<file path="config.mk">
export PLATFORM = sky130hd
export DESIGN_NAME = spinlock_backoff_ctrl
export DESIGN_NICKNAME = d
export VERILOG_FILES = /design/src/rtl/spl_pkg.sv /design/src/rtl/spl_backoff_reg.sv /design/src/rtl/spl_wait_timer.sv /design/src/rtl/spinlock_backoff_ctrl.sv
export SDC_FILE = /design/constraint.sdc
export NUM_CORES = 1
export LEC_CHECK = 0
export ABC_AREA = 1
export CORE_ASPECT_RATIO = 1.25
export CORE_MARGIN = 2
export CORE_UTILIZATION = 44
export DETAILED_ROUTE_END_ITERATION = 8
export DONT_BUFFER_PORTS = 1
export GPL_TIMING_DRIVEN = 0
export PLACE_DENSITY = 0.58
export SYNTH_ARGS = -nofsm -noshare
export SYNTH_HDL_FRONTEND = slang
export SYNTH_HIERARCHICAL = 1
export SYNTH_SLANG_ARGS = --single-unit
</file>
<file path="constraint.sdc">
create_clock -name clk -period 2.79 [get_ports clk]
set_input_delay 0.4185 -clock clk [delete_from_list [all_inputs] [get_ports clk]]
set_output_delay 0.4185 -clock clk [all_outputs]
set_load 0.01 [all_outputs]
</file>
<file path="src/rtl/spl_pkg.sv">
package spl_pkg;
   typedef enum logic [1:0] {
      SPL_OP_READ  = 2'b00,
      SPL_OP_TAS   = 2'b01,
      SPL_OP_CLEAR = 2'b10
   } spl_op_e;

   typedef enum logic [3:0] {
      ST_IDLE,
      ST_RD_REQ,
      ST_RD_RSP,
      ST_WAIT,
      ST_TAS_REQ,
      ST_TAS_RSP,
      ST_HELD,
      ST_CLR_REQ,
      ST_CLR_RSP
   } spl_state_e;
endpackage

</file>
<file path="src/rtl/spl_backoff_reg.sv">
module spl_backoff_reg #(
   parameter int DLY_W       = 8,
   parameter int DLY_INIT    = 0,
   parameter int DLY_MAX     = 64,
   parameter bit STATIC_MODE = 1'b0,
   parameter int STATIC_SLOT = 4
) (
   input  logic             clk,
   input  logic             rst_n,
   input  logic             collide_i,
   input  logic             win_i,
   output logic [DLY_W-1:0] dly_o
);
   localparam logic [DLY_W-1:0] INIT_V = DLY_INIT[DLY_W-1:0];
   localparam logic [DLY_W-1:0] MAX_V  = DLY_MAX[DLY_W-1:0];
   localparam logic [DLY_W-1:0] SLOT_V = STATIC_SLOT[DLY_W-1:0];

   logic [DLY_W-1:0] dly_q;

   generate
      if (STATIC_MODE) begin : g_static
         always_ff @(posedge clk or negedge rst_n) begin
            if (!rst_n)                 dly_q <= SLOT_V;
            else if (collide_i || win_i) dly_q <= SLOT_V;
         end
      end else begin : g_dynamic
         logic [DLY_W:0]   dbl;
         logic [DLY_W-1:0] grown;
         always_comb begin
            dbl = {dly_q, 1'b0};
            if (dly_q == '0)                   grown = {{(DLY_W-1){1'b0}}, 1'b1};
            else if (dbl > {1'b0, MAX_V})      grown = MAX_V;
            else                               grown = dbl[DLY_W-1:0];
            if (grown > MAX_V)                 grown = MAX_V;
         end
         always_ff @(posedge clk or negedge rst_n) begin
            if (!rst_n)         dly_q <= INIT_V;
            else if (win_i)     dly_q <= INIT_V;
            else if (collide_i) dly_q <= grown;
         end
      end
   endgenerate

   assign dly_o = dly_q;
endmodule

</file>
<file path="src/rtl/spl_wait_timer.sv">
module spl_wait_timer #(
   parameter int DLY_W = 8
) (
   input  logic             clk,
   input  logic             rst_n,
   input  logic             load_i,
   input  logic [DLY_W-1:0] load_val_i,
   input  logic             run_i,
   output logic             last_o
);
   localparam logic [DLY_W-1:0] ONE = {{(DLY_W-1){1'b0}}, 1'b1};

   logic [DLY_W-1:0] cnt_q;

   always_ff @(posedge clk or negedge rst_n) begin
      if (!rst_n)                      cnt_q <= '0;
      else if (load_i)                 cnt_q <= load_val_i;
      else if (run_i && cnt_q != '0)   cnt_q <= cnt_q - ONE;
   end

   assign last_o = (cnt_q <= ONE);
endmodule

</file>
<file path="src/rtl/spinlock_backoff_ctrl.sv">
module spinlock_backoff_ctrl
   import spl_pkg::*;
#(
   parameter int DLY_W       = 8,
   parameter int DLY_INIT    = 0,
   parameter int DLY_MAX     = 64,
   parameter bit STATIC_MODE = 1'b0,
   parameter int STATIC_SLOT = 4
) (
   input  logic       clk,
   input  logic       rst_n,
   input  logic       acq_req,
   input  logic       rel_req,
   output logic       granted,
   output logic       mem_req_valid,
   input  logic       mem_req_ready,
   output logic [1:0] mem_req_op,
   input  logic       mem_rsp_valid,
   input  logic       mem_rsp_busy
);
   localparam int DLY_LIMIT = (1 << DLY_W) - 1;

   generate
      if (DLY_W < 2 || DLY_W > 24) begin : g_bad_width
         $error("spinlock_backoff_ctrl: DLY_W out of range");
      end
      if (DLY_MAX < 1 || DLY_MAX > DLY_LIMIT) begin : g_bad_max
         $error("spinlock_backoff_ctrl: DLY_MAX does not fit DLY_W");
      end
      if (DLY_INIT < 0 || DLY_INIT > DLY_MAX) begin : g_bad_init
         $error("spinlock_backoff_ctrl: DLY_INIT above DLY_MAX");
      end
      if (STATIC_SLOT < 0 || STATIC_SLOT > DLY_LIMIT) begin : g_bad_slot
         $error("spinlock_backoff_ctrl: STATIC_SLOT does not fit DLY_W");
      end
   endgenerate

   spl_state_e       state_q, state_d;
   logic [DLY_W-1:0] dly_q;
   logic             collide, win;
   logic             tmr_load, tmr_run, tmr_last;

   assign collide  = (state_q == ST_TAS_RSP) && mem_rsp_valid &&  mem_rsp_busy;
   assign win      = (state_q == ST_TAS_RSP) && mem_rsp_valid && !mem_rsp_busy;
   assign tmr_load = (state_q == ST_RD_RSP)  && mem_rsp_valid && !mem_rsp_busy;
   assign tmr_run  = (state_q == ST_WAIT);

   spl_backoff_reg #(
      .DLY_W      (DLY_W),
      .DLY_INIT   (DLY_INIT),
      .DLY_MAX    (DLY_MAX),
      .STATIC_MODE(STATIC_MODE),
      .STATIC_SLOT(STATIC_SLOT)
   ) u_backoff (
      .clk      (clk),
      .rst_n    (rst_n),
      .collide_i(collide),
      .win_i    (win),
      .dly_o    (dly_q)
   );

   spl_wait_timer #(
      .DLY_W(DLY_W)
   ) u_timer (
      .clk       (clk),
      .rst_n     (rst_n),
      .load_i    (tmr_load),
      .load_val_i(dly_q),
      .run_i     (tmr_run),
      .last_o    (tmr_last)
   );

   always_comb begin
      state_d = state_q;
      unique case (state_q)
         ST_IDLE:    if (acq_req)       state_d = ST_RD_REQ;
         ST_RD_REQ:  if (mem_req_ready) state_d = ST_RD_RSP;
         ST_RD_RSP:
            if (mem_rsp_valid) begin
               if (mem_rsp_busy)        state_d = ST_RD_REQ;
               else if (dly_q == '0)    state_d = ST_TAS_REQ;
               else                     state_d = ST_WAIT;
            end
         ST_WAIT:    if (tmr_last)      state_d = ST_TAS_REQ;
         ST_TAS_REQ: if (mem_req_ready) state_d = ST_TAS_RSP;
         ST_TAS_RSP:
            if (mem_rsp_valid)          state_d = mem_rsp_busy ? ST_RD_REQ : ST_HELD;
         ST_HELD:    if (rel_req)       state_d = ST_CLR_REQ;
         ST_CLR_REQ: if (mem_req_ready) state_d = ST_CLR_RSP;
         ST_CLR_RSP: if (mem_rsp_valid) state_d = ST_IDLE;
         default:                       state_d = ST_IDLE;
      endcase
   end

   always_ff @(posedge clk or negedge rst_n) begin
      if (!rst_n) state_q <= ST_IDLE;
      else        state_q <= state_d;
   end

   always_comb begin
      mem_req_valid = 1'b0;
      mem_req_op    = SPL_OP_READ;
      unique case (state_q)
         ST_RD_REQ:  begin mem_req_valid = 1'b1; mem_req_op = SPL_OP_READ;  end
         ST_TAS_REQ: begin mem_req_valid = 1'b1; mem_req_op = SPL_OP_TAS;   end
         ST_CLR_REQ: begin mem_req_valid = 1'b1; mem_req_op = SPL_OP_CLEAR; end
         default:    ;
      endcase
   end

   assign granted = (state_q == ST_HELD);
endmodule

</file>
# [Word-level counts from Yosys, hierarchy flattened]
# Cells that the tools add are included.
[totals] inputBits=7 output_inout_bits=4 regBits=20
[op_classes] addsub=1 eq_ne=17 n_mux=22 order_cmp=3 n_reduce_logical=14
[op_table] cell="8-bit 2-to-1 mux" count=7
[op_table] cell="4-bit 2-to-1 mux" count=9
[op_table] cell="4-bit one-hot mux with 9 select lines" count=1
[op_table] cell="2-bit inequality test (second input constant)" count=9
[op_table] cell="4-bit by 3-bit == test with 1-bit output (second input constant)" count=4
[op_table] cell="9-bit by 7-bit > comparator with 1-bit output (second input constant)" count=1
[op_table] cell="3-bit 2-to-1 mux" count=3
[op_table] cell="9-bit AND reduction" count=1
[op_table] cell="4-bit by 2-bit == test with 1-bit output (second input constant)" count=2
[op_table] cell="8-bit by 7-bit > comparator with 1-bit output (second input constant)" count=1
[op_table] cell="8-bit by 1-bit less-or-equal comparator with 1-bit output (second input constant)" count=1
[op_table] cell="8-bit zero test" count=1
[op_table] cell="8-bit nonzero test" count=1
[op_table] cell="8-bit by 1-bit subtractor with 8-bit output (second input constant)" count=1
[op_table] cell="1-bit logical AND" count=6
[op_table] cell="4-bit by 1-bit == test with 1-bit output (second input constant)" count=1
[op_table] cell="4-bit == test (second input constant)" count=1
[op_table] cell="4-bit zero test" count=1
[op_table] cell="2-bit one-hot mux with 2 select lines" count=1
[op_table] cell="2-bit nonzero test" count=2
[op_table] cell="3-bit OR reduction" count=1
[op_table] cell="1-bit zero test" count=1
[op_table] cell="1-bit 2-to-1 mux" count=1

# [Depth between registers and ports, before layout]
[depth] ltp_word=7 depth_mapped=11 depth_no_buf=10

# [Cells and area by module]
# The synthesis kept the hierarchy.
[by_module_without_submodules] module="spl_wait_timer" seq_area_each_um2=200.2 n_inst=1 cells_each=95 area_per_inst_um2=688.2
[by_module_without_submodules] module="spinlock_backoff_ctrl" seq_area_each_um2=100.1 n_inst=1 cells_each=95 area_per_inst_um2=530.5
[by_module_without_submodules] module="spl_backoff_reg" seq_area_each_um2=200.2 n_inst=1 cells_each=48 area_per_inst_um2=387.9

# [Worst setup path before layout]
# No wires, ideal clock.
[synth_timing] kind="flip-flop to flip-flop" start="register state_q[3]" end="register u_timer.cnt_q[4]" path_slack_ns=1.017 stages_incl_launch_ff=9 synth_period_minus_slack_ns=1.773 setup_ns=0.117 t_arrival_ns=1.655 path_buffers=1 path_cell_list="dfrtp_1 > nor2_2 > nand2_2 > nor3_1 > inv_1 > buf_6 > or2_2 > nand3_1 > nand2_1"
[synth_via] elab_chain_len=4 word_cells_on_any_way=7 classes_between="eq/ne (2); mux (1); reduce/logical (4)"
[synth_lines] element="start: declaration" line_no="spinlock_backoff_ctrl.sv:38" text="spl_state_e state_q, state_d;"
[synth_lines] element="start signal: assignment" line_no="spinlock_backoff_ctrl.sv:97" text="else state_q <= state_d;"
[synth_lines] element="4-bit by 2-bit == test with 1-bit output (*)" line_no="spinlock_backoff_ctrl.sv:45" text="assign tmr_load = (state_q == ST_RD_RSP) && mem_rsp_valid && !mem_rsp_busy;"
[synth_lines] element="1-bit logical AND (*) (2 in series)" line_no="spinlock_backoff_ctrl.sv:45"
[synth_lines] element="net tmr_load" line_no="spinlock_backoff_ctrl.sv:41" text="logic tmr_load, tmr_run, tmr_last;"
[synth_lines] element="8-bit 2-to-1 mux or 2-bit nonzero test (tied branches)"
[synth_lines] element="end signal: assignment" line_no="spl_wait_timer.sv:17" text="else if (load_i) cnt_q <= load_val_i;"
[synth_lines] element="end signal: assignment" line_no="spl_wait_timer.sv:18" text="else if (run_i && cnt_q != '0) cnt_q <= cnt_q - ONE;"
[synth_lines] element="end: declaration" line_no="spl_wait_timer.sv:13" text="logic [DLY_W-1:0] cnt_q;"
# The timed path passes the listed nets; every way through them passes the cells marked *.
# A chain may end at the register's enable or synchronous reset.

# [Worst setup path in the final report]
# Ends and elaborated chain as after synthesis.

==> impl_metrics.yaml <==
outcome:
  status: "finished, final reports clean"
synthesis:
  async_reset_ff_share_pct: 100.0
  syn_nets: 248
  yosysUniqueCellTypes: 25
  synth_edf_count: 0
  synth_warnings: 6
  yosys.area.top_type_share_pct: 31.15
  ys.flop_type: "dfrtp_1"
  synth_top_area_cell: "dfrtp_1"
  synth_cells: 238
  synth_area_per_cell_um2: 6.750
  ys_top_cells_by_area: "dfrtp_1 (31%), nand2_1 (17%), nand3_1 (8.4%)"
  yosysSeqAreaShare_pct: 31.15
  synth-seq-cells: 20
  syn_area_mm2: 0.001607
sta:
  period_share_pct: 72.63
  rsz0062_at_grt: "false"
  fmax_mhz: 493.5
  maxSlewHeadroom_pct: 35.33
  setup_viol: 0
  setup_tns_ns: 0
  hold_viol_final: 0
  fin_skew_ns: 0.003956
  finalCriticalPeriod_ns: 2.026
  maxSlewViolCount: 0
  worstMarginPinSlew_ns: 0.9668
route:
  wl_um: 3578
  vias: 1423
  wl_per_cell_um: 12.69
  ant_nets: 0
  dr.pass1.iters: 4
  drtIter0Drc: 87
  drc: 0
  viasPerCell: 5.046
worst_setup_path:
  slowest_delay_ns: 0.46
  cp-start-kind: "register"
  crit_required_ns: 2.94
  cp_max_fo: 10
  critPathTopFamily: "simple AND/OR/NAND/NOR gates"
  cp-end-kind: "register"
  crit_type: "reg -> reg"
  crit_chain: "nor2_2, nand2_2, nor3_1, inv_1, buf_6, or2_2, nand3_1, nand2_1"
  worst_path_max_delay_cell: "dfrtp_1"
  cp_data_arrival_time_ns: 2.18
  crit_buf_inv: 2
run:
  drv_cap: 0
global_route:
  grt_pass1_vias: 1513
  grt_remaining_overflow: 0
  antenna_found_initial: 0
  grt_max_degree: 21
  grt.total_usage_pct: 19.84
  grt_pass1_wl_um: 6423
placed_design:
  dpl.hpwl_um: 2719
  portBuffers: 0
  gp_congestion: 0.8607
  dpl_cell_area_mm2: 0.001655
  placed_cells: 277
floorplanning:
  die_area_mm2: 0.004154
  die_h_um: 71.56
  io_pins: 11
  rows: 24
  start_util_pct: 46.12
  core_mm2: 0.003483
  die_x_um: 58.05
power_and_ir_drop:
  pwr-share-clk_pct: 14.8
  ir_drop_uv: 583.7
  switchingPower_uw: 949.5
  power.leakage_nw: 0.9605
  switching_share_pct: 49.12
  p_comb_share_pct: 56.6
  power_density_mw_per_mm2: 1113
  intPower_uw: 983.7
  p_total_mw: 1.933
  pwr-share-seq_pct: 28.6
layout:
  final_util_pct: 49.86
  instances_no_fill: 282
  drive_gt1_share_pct: 19.34
  area_growth_pct: 8.100
  final_area_mm2: 0.001737
  layout_commonest_cell: "nand2_1"
  final_cell_mix: "nand2_1 (74), nor2_1 (28), inv_1 (27), nand3_1 (27), dfrtp_1 (20)"
  nNetsFinal: 254
  diodes: 0
clock_network:
  cts.clk_slew.worst_paths_ns: 0.08
  cts_tree: "built"
  numClockSinks: 20
  clk_latency_ns: 0.25
  clock_path_buffers: 2
  cts_buffers: 3
  root_buffer: "clkbuf_8"
  htree_levels: 1
min_path:
  hold_class: "in -> reg"
==> worst paths after layout <==
| kind | from | to | slack [ns] | cells past startpoint |
|---|---|---|---|---|
| worst max-delay path | state_q[3] | u_timer/cnt_q[4] | 0.76 | 8 |
| worst max register to register | state_q[3] | u_timer/cnt_q[4] | 0.76 | 8 |
| min in group asynchronous | rst_n | u_timer/cnt_q[4] | 0.76 | 1 |
| worst min register to register | u_timer/cnt_q[4] | u_timer/cnt_q[4] | 0.57 | 2 |
| worst min-delay path | mem_rsp_busy | state_q[2] | 0.42 | 5 |
| max in group asynchronous | rst_n | u_timer/cnt_q[6] | 1.44 | 1 |
==> what timing repair did <==
| item | CTS | global route |
|---|---|---|
| hold endpoints to repair | 20 | 0 |
| resized for setup | 0 | 0 |
| setup buffers | 0 | 0 |
| hold buffers | 1 | 0 |
==> final cells by class <==
cell class,instances,area [um^2]
Tap cell,39,48.80
Buffer,2,25.02
Timing Repair Buffer,1,10.01
Clock buffer,3,41.29
Multi-Input combinational cell,181,947.2
Inverter,35,133.9
Sequential cell,20,500.5
Fill cell,374,1747
Clock inverter,1,30.03
==> cells by family after synthesis <==
| family | synth area share [%] |
|---|---|
| XOR/XNOR | 0.5453 |
| buffers and inverters | 9.891 |
| adder cells (fa/ha/maj) | 2.337 |
| AND/OR/NAND/NOR | 49.77 |
| AO/OA/AOI/OAI | 6.308 |
| flip-flops | 31.15 |
==> worst register-to-register path, stage by stage (launching register included) <==
cell and delay (ns):
dfrtp_1 0.46, nor2_2 0.27, nand2_2 0.15, nor3_1 0.36, inv_1 0.13, buf_6 0.17, or2_2 0.27, nand3_1 0.08
nand2_1 0.04
==> per-stage QoR <==
stage	hold WS (ns)	setup slack, ns
6_report	0.4215	0.7636
5_1_grt	0.4395	0.5268
4_1_cts	0.4189	0.7466
3_5_place_dp	0.1235	0.7726
3_3_place_gp	0.1234	0.7502
2_1_floorplan	0.1229	1.017
==> power by group through the flow <==
stage | combinational, mW | clock (mW) | sequential, mW
final | 1.09 | 0.286 | 0.553
after global routing | 1.26 | 0.309 | 0.568
after CTS | 1.10 | 0.297 | 0.554
after detailed placement | 1.08 | 0 | 0.559
after global placement | 1.08 | 0 | 0.560
after floorplan | 0.910 | 0 | 0.514
==> flip-flops by register name, summed over array words and instances, names as in the netlist <==
name and count:
u_backoff/dly_o 8, u_timer/cnt_q 8, state_q 4
==> metal layers <==
layer | global-route usage, % | wire, um | up-vias
met2 | 33.96 | 1807 | 14
met3 | 2.347 | 79 | 4
met4 | 8.010 | 47 | 0
met5 | 0 | 0 | -
li1 | - | - | 751
met1 | 25.14 | 1643 | 654
==> synth_stat cells, types with 3 or more instances <==
| master | n |
|---|---|
| o21ai_2 | 5 |
| nor2_1 | 28 |
| nand2_1 | 74 |
| nor3_1 | 5 |
| nand2_4 | 3 |
| dfrtp_1 | 20 |
| nor2_2 | 8 |
| o21ai_1 | 4 |
| inv_1 | 27 |
| nor2_4 | 3 |
| nand2_2 | 4 |
| o21ai_0 | 5 |
| nand3_2 | 3 |
| or2_2 | 3 |
| nand3_1 | 27 |
| ha_1 | 3 |
| inv_2 | 7 |
(Power assumes the default switching activity.)
